--- src/rtl/vsync_pkg.sv ---
package vsync_pkg;
    typedef enum logic {
        HS_IDLE = 1'b0,
        HS_HELD = 1'b1
    } hs_state_e;

    typedef struct packed {
        hs_state_e st;
        logic      ack;
        logic      pulse;
    } hs_ctl_t;

    localparam hs_ctl_t HS_RESET = '{st: HS_IDLE, ack: 1'b0, pulse: 1'b0};
endpackage

--- src/rtl/vsync_ff.sv ---
module vsync_ff #(
    parameter int STAGES = 2
) (
    input  logic clk,
    input  logic rst,
    input  logic async_i,
    output logic sync_o
);
    localparam int LAST = STAGES - 1;

    logic [LAST:0] chain_d, chain_q;

    generate
        if (STAGES > 1) begin : g_multi
            always_comb chain_d = {chain_q[LAST-1:0], async_i};
        end else begin : g_single
            always_comb chain_d = async_i;
        end
    endgenerate

    always_ff @(posedge clk) begin
        if (rst) chain_q <= '0;
        else     chain_q <= chain_d;
    end

    assign sync_o = chain_q[LAST];
endmodule

--- src/rtl/vsync_hs_fsm.sv ---
module vsync_hs_fsm
    import vsync_pkg::*;
(
    input  logic clk,
    input  logic rst,
    input  logic vld_s_i,
    output logic take_o,
    output logic ack_o,
    output logic pulse_o
);
    hs_ctl_t ctl_d, ctl_q;
    logic    take;

    always_comb begin
        ctl_d       = ctl_q;
        ctl_d.pulse = 1'b0;
        take        = 1'b0;
        case (ctl_q.st)
            HS_IDLE: begin
                if (vld_s_i) begin
                    take        = 1'b1;
                    ctl_d.st    = HS_HELD;
                    ctl_d.ack   = 1'b1;
                    ctl_d.pulse = 1'b1;
                end
            end
            HS_HELD: begin
                if (!vld_s_i) begin
                    ctl_d.st  = HS_IDLE;
                    ctl_d.ack = 1'b0;
                end
            end
            default: ctl_d = HS_RESET;
        endcase
    end

    always_ff @(posedge clk) begin
        if (rst) ctl_q <= HS_RESET;
        else     ctl_q <= ctl_d;
    end

    assign take_o  = take;
    assign ack_o   = ctl_q.ack;
    assign pulse_o = ctl_q.pulse;

    // the acknowledge is held while the resynchronized strobe stays high
    assert_ack_hold_R4: assert property (@(posedge clk) disable iff (rst)
        (ack_o && vld_s_i) |=> ack_o);

    // marker never lasts two cycles
    assert_single_pulse_R5: assert property (@(posedge clk) disable iff (rst)
        pulse_o |=> !pulse_o);
endmodule

--- src/rtl/vsync_word_reg.sv ---
module vsync_word_reg #(
    parameter int DATA_W = 16
) (
    input  logic              clk,
    input  logic              rst,
    input  logic              take_i,
    input  logic [DATA_W-1:0] d_i,
    output logic [DATA_W-1:0] q_o
);
    logic [DATA_W-1:0] word_d, word_q;

    always_comb begin
        word_d = word_q;
        if (take_i) word_d = d_i;
    end

    always_ff @(posedge clk) begin
        if (rst) word_q <= '0;
        else     word_q <= word_d;
    end

    assign q_o = word_q;

    // outside a capture edge the held word does not move
    assert_word_hold_R6: assert property (@(posedge clk) disable iff (rst)
        !take_i |=> $stable(q_o));
endmodule

--- src/rtl/vld_word_sync.sv ---
module vld_word_sync #(
    parameter int DATA_W      = 16,
    parameter int SYNC_STAGES = 2
) (
    input  logic              clk,
    input  logic              rst,
    input  logic              src_valid_i,
    input  logic [DATA_W-1:0] src_data_i,
    output logic              src_ack_o,
    output logic [DATA_W-1:0] dst_data_o,
    output logic              dst_valid_o
);
    logic vld_s;
    logic take;

    vsync_ff #(.STAGES(SYNC_STAGES)) u_vld_sync (
        .clk     (clk),
        .rst     (rst),
        .async_i (src_valid_i),
        .sync_o  (vld_s)
    );

    vsync_hs_fsm u_fsm (
        .clk     (clk),
        .rst     (rst),
        .vld_s_i (vld_s),
        .take_o  (take),
        .ack_o   (src_ack_o),
        .pulse_o (dst_valid_o)
    );

    vsync_word_reg #(.DATA_W(DATA_W)) u_word (
        .clk    (clk),
        .rst    (rst),
        .take_i (take),
        .d_i    (src_data_i),
        .q_o    (dst_data_o)
    );

    // acknowledge rises together with the marker
    assert_ack_with_pulse_R3: assert property (@(posedge clk) disable iff (rst)
        $rose(src_ack_o) |-> dst_valid_o);

    // a marker means the strobe was high three edges earlier
    assert_two_stage_R1: assert property (@(posedge clk) disable iff (rst)
        $rose(dst_valid_o) |-> $past(src_valid_i, 3));

    // acknowledge falls only after the strobe was low three edges earlier
    assert_ack_fall_R4: assert property (@(posedge clk) disable iff (rst)
        $fell(src_ack_o) |-> !$past(src_valid_i, 3));
endmodule

--- config.mk ---
export PLATFORM = sky130hd
export DESIGN_NAME = vld_word_sync
export DESIGN_NICKNAME = d
export VERILOG_FILES = /design/src/rtl/vsync_pkg.sv /design/src/rtl/vsync_ff.sv /design/src/rtl/vsync_hs_fsm.sv /design/src/rtl/vsync_word_reg.sv /design/src/rtl/vld_word_sync.sv
export SDC_FILE = /design/constraint.sdc
export NUM_CORES = 1
export LEC_CHECK = 0
export ABC_AREA = 1
export ABC_CLOCK_PERIOD_IN_PS = 2300
export BUFFER_PORTS_ARGS = -buffer_cell sky130_fd_sc_hd__buf_2
export CORE_MARGIN = 1
export CORE_UTILIZATION = 48
export CTS_CLUSTER_DIAMETER = 150
export DETAILED_ROUTE_END_ITERATION = 10
export HOLD_SLACK_MARGIN = 0.03
export PLACE_DENSITY = 0.93
export SLEW_MARGIN = 20
export SYNTH_ARGS = -nofsm -noshare
export SYNTH_HDL_FRONTEND = slang
export SYNTH_SLANG_ARGS = --single-unit
--- constraint.sdc ---
create_clock -name clk -period 2.3 [get_ports clk]
set_input_delay 0.46 -clock clk [delete_from_list [all_inputs] [get_ports clk]]
set_output_delay 0.46 -clock clk [all_outputs]
set_load 0.05 [all_outputs]
==> key figures <==
Run status
  – Outcome: complete, but fails checks
  – Violated checks: DRC

Worst setup path
  – WS Path Type: flop to flop
  – Critical-path maximum fanout: 33
  – R2r setup slk: between 700 and 800 ps
  – CP Capture Type: flop
  – CP required: ~2500 ps
  – CP startpoint kind: flop
  – R2r startpoint: u_fsm.ctl_q[2]$_SDFF_PP0_
  – R2R cell count: 5
  – CP Data Arrival Time: about 1800 ps
  – Reg-to-Reg End: u_word.q_o[9]$_SDFFE_PP0P_

Clocking
  – CTS tree: yes
  – Clock Latency Late Sink: between 200 and 300 ps
  – Post-CTS setup buffer count: 0
  – PostCTS Resize Cnt: 0
  – Clock tree buffer depth: 2
  – CTS H-tree lvls: 1
  – Clock root cell: clkbuf_4
  – Clk pin slew, worst setup/hold paths: roughly 110 ps
  – Post-CTS Hold Fix Bufs: 0
  – Clk sinks: 21
  – Num CTS Buffers: 3

Floorplanning
  – Core area: ~0.0016 mm²
  – Row Count: 14
  – Die area: 0.00194 mm²
  – Initial Util: 0.540
  – Die Y: 44.1 µm
  – # IOs: 37
  – Die Width: 44.1 µm

Synth
  – Synth area leader: dfxtp_1
  – Syn_area_per_cell: approximately 7 µm²
  – Sequential fraction of the synthesis area: 0.494
  – Count of cell types in the netlist: 9
  – Synth Cell Area: 851 µm²
  – Synth top area share: 0.494
  – Syn Inst Count: 121
  – Yosys reg bits: 21
  – Top post-synthesis cells by count: nand2_1 (34), nor2_1 (34), dfxtp_1 (21), inv_1 (21), buf_6 (5)
  – Fraction of registers with async set/reset: 0
  – Ys Warns: 0
  – Ys flop type: dfxtp_1
  – EDFF count, synth: 0
  – Top cells by area, synth: dfxtp_1 (49%), nand2_1 (15%), nor2_1 (15%), inv_1 (9.3%), buf_6 (6.6%)
  – Mapped Nets: roughly 140

STA
  – Post-layout min period: between 1500 and 2000 ps
  – Pins over their slew limit: 0
  – Slew @ Worst Pin: 1020 ps
  – RSZ-0062 raised after global routing: false
  – Clock skew: approximately 4.7 ps
  – Tcrit/Tclk final: 0.682
  – Slew headroom: 0.321
  – Achievable Freq: about 640 MHz
  – Endpoints failing setup: 0
  – Final hold vios: 0
  – Total Neg Setup Slack: 0 ps
  – Final hold slack: approximately 360 ps

Place
  – I/O Buffers: 36
  – Placer Congestion: a little under 0.6
  – DP HPWL: 1080 µm
  – DP Area: roughly 990 µm²

Routing
  – Final wirelength: approximately 1500 µm
  – Drt via density: about 4.3
  – Drt first pass iters: 6
  – Vias: 740
  – Iteration-0 DRC Markers: 11
  – Post-DR wirelength/cell: between 8 and 9 µm
  – DRC Markers: 3
  – Post-route antenna net violation count: 0

Final layout
  – Area grow syn2layout: 20.0%
  – Share of post-route cells with drive strength above 1: 0.276
  – Design area: roughly 0.001 mm²
  – Fin nets: 177
  – Fillers: 151
  – Antenna cell count: 0

Global routing
  – Vias in the first global route: 627
  – Total congestion overflow: 0
  – Largest net degree at the start of global routing: 34
  – First-pass GRT wire length: approximately 2400 µm
  – Antenna violations before repair: 0
  – Total GRT Usage: 0.165

Flow run
  – Max-cap violations: 0

Power and ir drop
  – Leak: around 0.6 nW
  – Pwr/cell area: ~690 mW/mm²
  – Maximum vdd drop: between 0.3 and 0.4 mV

Hold path
  – Hold Startpoint: src_valid_i
  – Hold-critical path endpoint: u_vld_sync.chain_q[0]$_SDFF_PP0_
  – Hold Crit Class: input port to flop
  – Hold path depth: 3
stage by stage:
step                       util  setup WS (ps)  total power, mW  instances
after floorplan               -           1240            0.508        121
after global placement    0.631            821            0.536        168
after detailed placement  0.631            746            0.540        168
after CTS                 0.648            730            0.711        172
after global routing      0.648            572            0.739        172
final                     0.648            730            0.702        172
power by group:
part | internal, mW | total, mW | leakage [nW] | switching (mW)
Sequential | 0.382 | 0.390 | 0.172 | 0.00813
Combinational | 0.0408 | 0.140 | 0.410 | 0.0994
Clock | 0.0674 | 0.171 | 0.0150 | 0.104
worst max-delay path by stage:
stage,from,endpoint,slack (ps),depth (start not counted)
after floorplan,u_word.q_o[0]$_SDFFE_PP0P_,dst_data_o[0],1240,0
after global placement,u_fsm.ctl_q[2]$_SDFF_PP0_,u_word.q_o[14]$_SDFFE_PP0P_,820,5
after detailed placement,u_fsm.ctl_q[2]$_SDFF_PP0_,u_word.q_o[9]$_SDFFE_PP0P_,750,5
after CTS,u_fsm.ctl_q[2]$_SDFF_PP0_,u_word.q_o[9]$_SDFFE_PP0P_,730,5
after global routing,u_fsm.ctl_q[2]$_SDFF_PP0_,u_word.q_o[15]$_SDFFE_PP0P_,570,5
final,u_fsm.ctl_q[2]$_SDFF_PP0_,u_word.q_o[9]$_SDFFE_PP0P_,730,5
critical path, cell delays in order (launching register included):
cell     delay (ps)
dfxtp_1         320
inv_1            50
ha_1            820
nand2_1         130
nand2_1         110
nor2_2           30
sequential cells by signal, summed over array words and instances, names as in the netlist:
signal              flops
u_fsm.ack_o             1
u_fsm.ctl_q             1
u_fsm.pulse_o           1
u_vld_sync.chain_q      2
u_word.q_o             16
kinds of logic after synthesis:
logic type,share of synthesized area
flip-flops,0.494
buffers and inverters,0.163
adder cells (fa/ha/maj),0.0147
AND/OR/NAND/NOR,0.328
layout by cell type (no fill, tap or decap), drive strengths merged:
cell    instances
nand2          34
nor3            1
clkbuf          4
inv            22
buf            36
dfxtp          21
ha              1
nor2           37
area by class of cell:
class,instances,area (µm²),area share
flip-flops and latches,21,420,0.412
multi-input cells,73,292,0.286
repair buffers,36,180,0.176
inverters,22,82.6,0.0809
clock buffers,4,26.3,0.0257
well taps,16,20.0,0.0196
routing by layer:
metal	GRT usage	wire length, µm
met2	0.262	648
met5	0	0
met1	0.192	678
met3	0.0367	82
met4	0.127	53
No activity file was read; power rests on OpenSTA's default activity.
